===== config.mk =====
export PLATFORM = sky130hd
export DESIGN_NAME = orv_reduce
export DESIGN_NICKNAME = d
export VERILOG_FILES = /design/src/rtl/orv_pkg.sv /design/src/rtl/orv_lane_gate.sv /design/src/rtl/orv_or_tree.sv /design/src/rtl/orv_fold.sv /design/src/rtl/orv_reduce.sv
export SDC_FILE = /design/constraint.sdc
export NUM_CORES = 1
export LEC_CHECK = 0
export BUFFER_PORTS_ARGS = -buffer_cell sky130_fd_sc_hd__buf_4
export CORE_AREA = 4 4 137 139
export CTS_BUF_LIST = sky130_fd_sc_hd__clkbuf_8
export DETAILED_ROUTE_END_ITERATION = 6
export DIE_AREA = 0 0 141 143
export PLACE_DENSITY = 0.7
export SLEW_MARGIN = 20
export SYNTH_ARGS = -nofsm -noshare
export SYNTH_HDL_FRONTEND = slang
export SYNTH_SLANG_ARGS = --single-unit

===== constraint.sdc =====
create_clock -name clk -period 5.3 [get_ports clk]
set_input_delay 0.53 -clock clk [delete_from_list [all_inputs] [get_ports clk]]
set_output_delay 0.53 -clock clk [all_outputs]
set_load 0.05 [all_outputs]

===== src/rtl/orv_pkg.sv =====
package orv_pkg;
  localparam int unsigned RES_W  = 64;
  localparam int unsigned LANE_W = 8;
  localparam int unsigned LANES_PER_RES = RES_W / LANE_W;

  typedef enum logic [1:0] {
    ESZ_8  = 2'd0,
    ESZ_16 = 2'd1,
    ESZ_32 = 2'd2,
    ESZ_64 = 2'd3
  } esz_e;
endpackage


===== src/rtl/orv_lane_gate.sv =====
// Zeroes every byte lane whose owning element is inactive.
// The owning element's leading byte index is the lane index with its low size bits cleared.
module orv_lane_gate
  import orv_pkg::*;
#(
  parameter int unsigned VL = 256,
  localparam int unsigned NBYTE = VL / LANE_W
) (
  input  logic [VL-1:0]    vec_i,
  input  logic [NBYTE-1:0] pred_i,
  input  logic [1:0]       size_i,
  output logic [VL-1:0]    gated_o
);
  for (genvar b = 0; b < NBYTE; b++) begin : g_lane
    localparam int unsigned LEAD8  = b;
    localparam int unsigned LEAD16 = b & ~32'd1;
    localparam int unsigned LEAD32 = b & ~32'd3;
    localparam int unsigned LEAD64 = b & ~32'd7;
    logic act;
    always_comb begin
      case (esz_e'(size_i))
        ESZ_8:   act = pred_i[LEAD8];
        ESZ_16:  act = pred_i[LEAD16];
        ESZ_32:  act = pred_i[LEAD32];
        default: act = pred_i[LEAD64];
      endcase
    end
    assign gated_o[b*LANE_W +: LANE_W] = act ? vec_i[b*LANE_W +: LANE_W] : '0;
  end
endmodule


===== src/rtl/orv_or_tree.sv =====
// Balanced OR tree across the 64-bit slices of the gated vector.
// Elements are naturally aligned, so lane positions are preserved.
module orv_or_tree
  import orv_pkg::*;
#(
  parameter int unsigned VL = 256,
  localparam int unsigned NSLICE = VL / RES_W,
  localparam int unsigned DEPTH  = (NSLICE > 1) ? $clog2(NSLICE) : 1,
  localparam int unsigned NLEAF  = 1 << DEPTH
) (
  input  logic [VL-1:0]    gated_i,
  output logic [RES_W-1:0] acc_o
);
  logic [RES_W-1:0] node [1:2*NLEAF-1];

  for (genvar l = 0; l < NLEAF; l++) begin : g_leaf
    if (l < NSLICE) begin : g_used
      assign node[NLEAF+l] = gated_i[l*RES_W +: RES_W];
    end else begin : g_pad
      assign node[NLEAF+l] = '0;
    end
  end

  for (genvar i = 1; i < NLEAF; i++) begin : g_inner
    assign node[i] = node[2*i] | node[2*i+1];
  end

  assign acc_o = node[1];
endmodule


===== src/rtl/orv_fold.sv =====
// Folds the 64-bit accumulation down to the selected element width and clears the bits above it.
module orv_fold
  import orv_pkg::*;
(
  input  logic [RES_W-1:0] acc_i,
  input  logic [1:0]       size_i,
  output logic [RES_W-1:0] res_o
);
  logic [31:0] f32;
  logic [15:0] f16;
  logic [7:0]  f8;

  assign f32 = acc_i[31:0] | acc_i[63:32];
  assign f16 = f32[15:0] | f32[31:16];
  assign f8  = f16[7:0] | f16[15:8];

  always_comb begin
    case (esz_e'(size_i))
      ESZ_8:   res_o = {56'd0, f8};
      ESZ_16:  res_o = {48'd0, f16};
      ESZ_32:  res_o = {32'd0, f32};
      default: res_o = acc_i;
    endcase
  end
endmodule


===== src/rtl/orv_reduce.sv =====
module orv_reduce
  import orv_pkg::*;
#(
  parameter int unsigned VL = 256,
  localparam int unsigned NBYTE = VL / LANE_W
) (
  input  logic             clk,
  input  logic             rst,
  input  logic             vld_i,
  input  logic [VL-1:0]    vec_i,
  input  logic [NBYTE-1:0] pred_i,
  input  logic [1:0]       size_i,
  output logic             vld_o,
  output logic [RES_W-1:0] res_o
);
  logic [VL-1:0]    gated;
  logic [RES_W-1:0] acc;
  logic [RES_W-1:0] folded;

  orv_lane_gate #(.VL(VL)) u_gate (
    .vec_i  (vec_i),
    .pred_i (pred_i),
    .size_i (size_i),
    .gated_o(gated)
  );

  orv_or_tree #(.VL(VL)) u_tree (
    .gated_i(gated),
    .acc_o  (acc)
  );

  orv_fold u_fold (
    .acc_i (acc),
    .size_i(size_i),
    .res_o (folded)
  );

  always_ff @(posedge clk) begin
    if (rst) begin
      vld_o <= 1'b0;
      res_o <= '0;
    end else begin
      vld_o <= vld_i;
      if (vld_i) res_o <= folded;
    end
  end

  // one-cycle strobe, independent of data
  a_r6_strobe_follows: assert property (@(posedge clk) disable iff (rst)
    vld_i |=> vld_o);
  a_r6_no_spurious: assert property (@(posedge clk) disable iff (rst)
    !vld_i |=> !vld_o);
  // an empty predicate gives zero
  a_r4_empty_pred_zero: assert property (@(posedge clk) disable iff (rst)
    (vld_i && !(|pred_i)) |=> (res_o == '0));
  // zero data gives zero
  a_r3_zero_data_zero: assert property (@(posedge clk) disable iff (rst)
    (vld_i && !(|vec_i)) |=> (res_o == '0));
  // high bits cleared for narrow sizes
  a_r5_upper_zero_b: assert property (@(posedge clk) disable iff (rst)
    (vld_i && size_i == 2'd0) |=> (res_o[63:8] == '0));
  a_r5_upper_zero_h: assert property (@(posedge clk) disable iff (rst)
    (vld_i && size_i == 2'd1) |=> (res_o[63:16] == '0));
  a_r5_upper_zero_s: assert property (@(posedge clk) disable iff (rst)
    (vld_i && size_i == 2'd2) |=> (res_o[63:32] == '0));
  // reset clears outputs
  a_r7_reset_clears: assert property (@(posedge clk)
    rst |=> (!vld_o && res_o == '0));
endmodule


==> out/metrics.yaml, run 1 <==
cts:
  cts_buffer_depth: 2
  htree_levels: 3
  clock_sinks: 65
  cts_buffers: 9
  cts_tree: "built"
  cts_hold_buf: 0
  insertion_delay_ns: 0.36
  cts.repair.resized: 0
  clk_pin_slew_ns: 0.08
  postCtsSetupRepairBufs: 0
  clock-root-buffer: "clkbuf_8"
layout:
  stdcell_count: 1248
  n_antenna_cell: 0
  area_growth_pct: 58.4
  drive_above_1_share_pct: 38.2
  layout_common_cells: "359 x buf_4, 65 x dfxtp_1, 56 x a21oi_1"
  layout.nets: 1313
  final_common_cell: "buf_4"
floorplanning:
  std_cell_rows: 49
  die_area_um2: 20200
  start_util_pct: 29.3
  die_h_um: 143
  io-pin-count: 358
  core_um2: 17700
  die_w_um: 141
logic_synthesis:
  synth_area_per_cell_um2: 7.46
  synth_edf_count: 0
  synth_nets: 993
  synthArstFlopShare_pct: 0
  synth_seq_cells: 65
  yosysTopAreaCellShare_pct: 25.1
  synth_area_leader_cell: "dfxtp_1"
  syn_area_um2: 5170
  synth_area_leaders: "dfxtp_1 25%, o211ai_1 7.0%, a22oi_1 6.2%"
  netlist-cell-type-count: 48
  ys_seq_area_share_pct: 25.1
  syn_inst: 694
  synthFlopType: "dfxtp_1"
  ys_warn_count: 0
sta:
  timing.final.crit_period_ns: 3.29
  hold-worst-slack_ns: 0.437
  tns_ns: 0
  fin_skew_ns: 0
  tightest_slew_ns: 1.12
  fin_crit_sh_pct: 62.1
  clock.fmax_mhz: 304
  slew_violations: 0
  hold_viol_final: 0
  max_slew_margin_pct: 25.0
  rsz0062_at_grt: "false"
  setup_viol: 0
routing:
  drc: 0
  routed_via_density: 5.79
  ant_nets: 0
  first_pass_iters: 5
  routed_wl_um: 30600
  vias: 7230
  drtIter0Drc: 722
  wl_per_cell_um: 24.5
place:
  placedCellCount: 1232
  dp_hpwl_um: 25200
  gp_congestion: 0.999
  io_buffers: 357
global_routing:
  antenna_found_initial: 0
  grt_pass1_vias: 7199
  gr-total-overflow: 0
  grt_use_total_pct: 28.7
  grt_first_pass_wirelength_um: 43400
  grt_max_degree: 75
power_and_ir_drop:
  p_sw_uw: 675
  peakVddDrop_uv: 133
  internal_power_mw: 1.15
  p_comb_share_pct: 41.8
  powerDensity_nw_per_um2: 223
  power_leakage_nw: 3.69
  seq_power_share_pct: 29.5
  power.clock.fraction_pct: 28.7
  p_sw_share_pct: 36.9
flow_run:
  cap_violations: 0
worst_setup_path:
  required_ns: 5.55
  cp-end-kind: "flop"
  crit_fanout: 32
  start_kind: "input pin"
  worstPathArrival_ns: 3.54
  critical_path_class: "in2reg"
outcome:
  status: "finished clean"
min_path:
  min_path_type: "reg2reg"
[per-stage QoR]
stage          instance area, um^2  power (mW)  utilization [%]  setup slack, ns
5_1_grt                       8200        1.91             46.4             1.91
6_report                      8200        1.83             46.4             2.01
2_1_floorplan                 5170       0.947                -             2.60
3_3_place_gp                  7960        1.31             45.1             1.75
3_5_place_dp                  7960        1.31             45.1             1.68
4_1_cts                       8200        1.83             46.4             2.08
[cells in the mapped netlist (all sizes together), types with 6 or more instances]
cell / instances
dfxtp: 65
a21oi: 56
nand2: 49
o211ai: 48
a22oi: 46
o21ai: 46
clkbuf: 41
nor2: 40
nand3: 31
nor2b: 25
nand2b: 23
inv: 20
a221o: 16
o2111ai: 16
and2: 14
a221oi: 13
a22o: 12
a21o: 11
nand4: 11
buf: 9
mux2: 8
mux2i: 8
o21a: 8
o22ai: 8
and3: 7
a31oi: 6
ha: 6
nor3: 6
o31ai: 6
[worst paths after layout]
kind / from / end / slack [ns] / cells past startpoint
hold / removal: res_o[28] / res_o[28] / 0.44 / 2
setup reg to reg: res_o[8] / res_o[8] / 4.36 / 3
hold reg to reg: res_o[28] / res_o[28] / 0.44 / 2
setup / recovery: size_i[1] / res_o[4] / 2.01 / 10
[worst max-delay path, stage by stage]
cell     delay [ns]
buf_4          0.13
inv_1          0.11
ha_1           0.43
buf_4          0.41
or2b_1         0.30
a22oi_4        0.19
nor2_1         0.13
a221o_1        0.41
or4_1          0.58
a221o_1        0.31
[power by group through the flow]
stage | combinational (mW) | sequential (mW) | clock, mW
floorplan | 0.298 | 0.649 | 0
global placement | 0.756 | 0.550 | 0
detailed placement | 0.758 | 0.549 | 0
CTS | 0.760 | 0.539 | 0.533
global route | 0.811 | 0.542 | 0.555
finish | 0.766 | 0.540 | 0.525
[kinds of logic after synthesis]
kind of cell,Yosys count,synth area share [%]
flops,65,25.1
mux,16,3.29
simple gates,228,22.7
fa+ha+maj,6,1.45
compound gates,309,42.1
buf+inv,70,5.34
[layout make-up]
cell class / instances / area [um^2]
Clock inverter: 6 / 106
Timing Repair Buffer: 359 / 2700
Multi-Input combinational cell: 559 / 3600
Tap cell: 229 / 287
Sequential cell: 65 / 1300
Clock buffer: 10 / 138
Fill cell: 1836 / 9460
Inverter: 20 / 75.1
[routing by layer]
metal,vias to the layer above,part of all wire [%],global-route usage (%),routed length (um)
li1,3334,-,-,-
met1,3324,37,33.1,11400
met2,495,49,51.3,15000
met3,77,10,7.84,3100
met4,0,3.6,9.74,1120
met5,-,0,0,0
[sequential cells by signal, summed over array words and instances (netlist names)]
signal and count:
res_o 64, vld_o 1
(Power assumes the default switching activity.)
==> inputs of run 2 (changes only) <==
--- a/config.mk
+++ b/config.mk
@@ -6,11 +6,11 @@
 export NUM_CORES = 1
 export LEC_CHECK = 0
 export BUFFER_PORTS_ARGS = -buffer_cell sky130_fd_sc_hd__buf_4
-export CORE_AREA = 4 4 137 139
+export CORE_AREA = 4 4 136 138
 export CTS_BUF_LIST = sky130_fd_sc_hd__clkbuf_8
 export DETAILED_ROUTE_END_ITERATION = 6
-export DIE_AREA = 0 0 141 143
-export PLACE_DENSITY = 0.7
+export DIE_AREA = 0 0 140 142
+export PLACE_DENSITY = 0.71
 export SLEW_MARGIN = 20
 export SYNTH_ARGS = -nofsm -noshare
 export SYNTH_HDL_FRONTEND = slang
==> constraint.sdc (replaced) <==
create_clock -name clk -period 3.4 [get_ports clk]
set_input_delay 0.34 -clock clk [delete_from_list [all_inputs] [get_ports clk]]
set_output_delay 0.34 -clock clk [all_outputs]
set_load 0.05 [all_outputs]
==> out/metrics.yaml, run 2 (synthesis gave the netlist of run 1 again) <==
power_and_ir_drop:
  peakVddDrop_uv: 160  # was 133 uV
  power_leakage_nw: 3.75  # was 3.69 nW
  fin_total_pwr_mw: 2.79  # was 1.83 mW
  powerDensity_nw_per_um2: 338  # was 223 nW/um^2
worst_setup_path:
  worstPathArrival_ns: 3.07  # was 3.54 ns
  start_kind: "input pin"  # unchanged
  required_ns: 3.64  # was 5.55 ns
  crit_fanout: 13  # was 32
  cp-end-kind: "flop"  # unchanged
  critical_path_class: "in2reg"  # unchanged
floorplanning:
  start_util_pct: 30.1  # was 29.3%
  die_h_um: 142  # was 143 um
  io-pin-count: 358  # unchanged
  die_area_um2: 19900  # was 20200 um^2
  std_cell_rows: 48  # was 49
  die_w_um: 140  # was 141 um
  core_um2: 17200  # was 17700 um^2
cts:
  clock-root-buffer: "clkbuf_8"  # unchanged
  cts_buffer_depth: 2  # unchanged
  clock_sinks: 65  # unchanged
  cts.repair.resized: 0  # unchanged
  clk_pin_slew_ns: 0.08  # about the same
  postCtsSetupRepairBufs: 0  # unchanged
  cts_hold_buf: 0  # unchanged
  cts_tree: "built"  # unchanged
  insertion_delay_ns: 0.35  # was 0.36 ns
  cts_buffers: 9  # unchanged
  htree_levels: 3  # unchanged
global_routing:
  grt_pass1_vias: 7400  # was 7199
  grt_use_total_pct: 29.1  # was 28.7%
  grt_max_degree: 50  # was 75
  grt_first_pass_wirelength_um: 44200  # was 43400 um
  gr-total-overflow: 0  # unchanged
  antenna_found_initial: 1  # was 0
sta:
  hold_viol_final: 0  # unchanged
  tns_ns: 0  # unchanged
  fin_crit_sh_pct: 83.0
  setup_viol: 0  # unchanged
  timing.final.crit_period_ns: 2.82
  fin_skew_ns: 0  # unchanged
  clock.fmax_mhz: 354
  max_slew_margin_pct: 47.1  # was 25.0%
  rsz0062_at_grt: "false"  # unchanged
  tightest_slew_ns: 0.793  # was 1.12 ns
  slew_violations: 0  # unchanged
layout:
  final_util_pct: 48.2  # was 46.4%
  reg_top3: "res_o x64, vld_o x1"  # unchanged
  drive_above_1_share_pct: 39.2  # was 38.2%
  final_cell_area_um2: 8280  # was 8200 um^2
  n_antenna_cell: 0  # unchanged
  register_area_um2: 1300  # unchanged
  fillers: 1751  # was 1836
  multiInputGateArea_um2: 3600  # about the same
  top_register: "res_o"  # unchanged
  largest_reg_flops: 64  # unchanged
  layout_common_cells: "373 x buf_4, 65 x dfxtp_1, 56 x a21oi_1"  # was 359 x buf_4, 65 x dfxtp_1, 56 x a21oi_1
  final_common_cell: "buf_4"  # unchanged
  area_growth_pct: 59.9  # was 58.4%
  layout.nets: 1327  # was 1313
place:
  gp_congestion: 0.921  # was 0.999
  placed_cell_area_um2: 8060  # was 7960 um^2
  io_buffers: 357  # unchanged
  dp_hpwl_um: 25400  # was 25200 um
routing:
  drtIter0Drc: 693  # was 722
  wl_per_cell_um: 24.4  # was 24.5 um
  drc: 2  # was 0
  vias: 7354  # was 7230
  routed_via_density: 5.85  # was 5.79
  first_pass_iters: 7  # was 5
  routed_wl_um: 30700  # was 30600 um
  ant_nets: 0  # unchanged
flow_run:
  cap_violations: 0  # unchanged
outcome:
  status: "finished, violations left"  # was finished clean
  violations: "design-rule violations"
min_path:
  min_path_type: "in2reg"  # was reg2reg
-- run 2: cell types whose count changed in the layout (fill, tap and decap cells not counted), sizes merged --
cell    before  now
buf        359  373
clkinv       1    4
bufinv       3    2
clkbuf      10    9
inv         21   20
-- run 2: per-stage QoR --
step                      setup WS, ns  hold WS [ns]  cells
after detailed placement         0.316         0.438   1242
after global routing             0.449         0.418   1258
after floorplan                  0.887         0.569    694
final                            0.577         0.422   1258
after global placement           0.379         0.428   1242
after CTS                        0.698         0.393   1258
-- run 2: power breakdown --
part	total (mW)	internal, mW	switching, mW	leakage [nW]
Combinational	1.21	0.501	0.709	3.11
Clock	0.743	0.412	0.330	0.109
Sequential	0.841	0.809	0.0325	0.533
Total	2.79	1.72	1.07	3.75
-- run 2: final timing paths --
check | slack, ns | from | to | cells past startpoint
setup reg to reg | 2.43 | res_o[14] | res_o[14] | 3
hold reg to reg | 0.44 | res_o[25] | res_o[25] | 2
hold / removal | 0.42 | vec_i[29] | res_o[29] | 4
setup / recovery | 0.58 | size_i[1] | res_o[5] | 10
-- run 2: final cells by class --
type                       count  share of cell area (%)
inverter                      20                   0.907
clock buffer                   9                    1.50
sequential                    65                    15.7
clock inverter                 7                    1.15
timing repair buffer         373                    33.8
multi-input combinational    559                    43.5
tap                          225                    3.40
-- run 2: worst max-delay path, cell delays in order --
cell,delay (ns)
buf_4,0.14
inv_1,0.10
ha_1,0.26
buf_4,0.23
nand2b_1,0.18
a22oi_1,0.32
nor2_1,0.20
a221o_1,0.35
or4_1,0.61
a221o_1,0.33
-- run 2: layer usage --
metal / up-vias / track usage (%) / part of all wire, %
li1: 3364 / - / -
met1: 3399 / 34.2 / 38
met2: 503 / 50.7 / 49
met3: 88 / 7.19 / 8.5
met4: 0 / 12.2 / 4.5
met5: - / 0 / 0
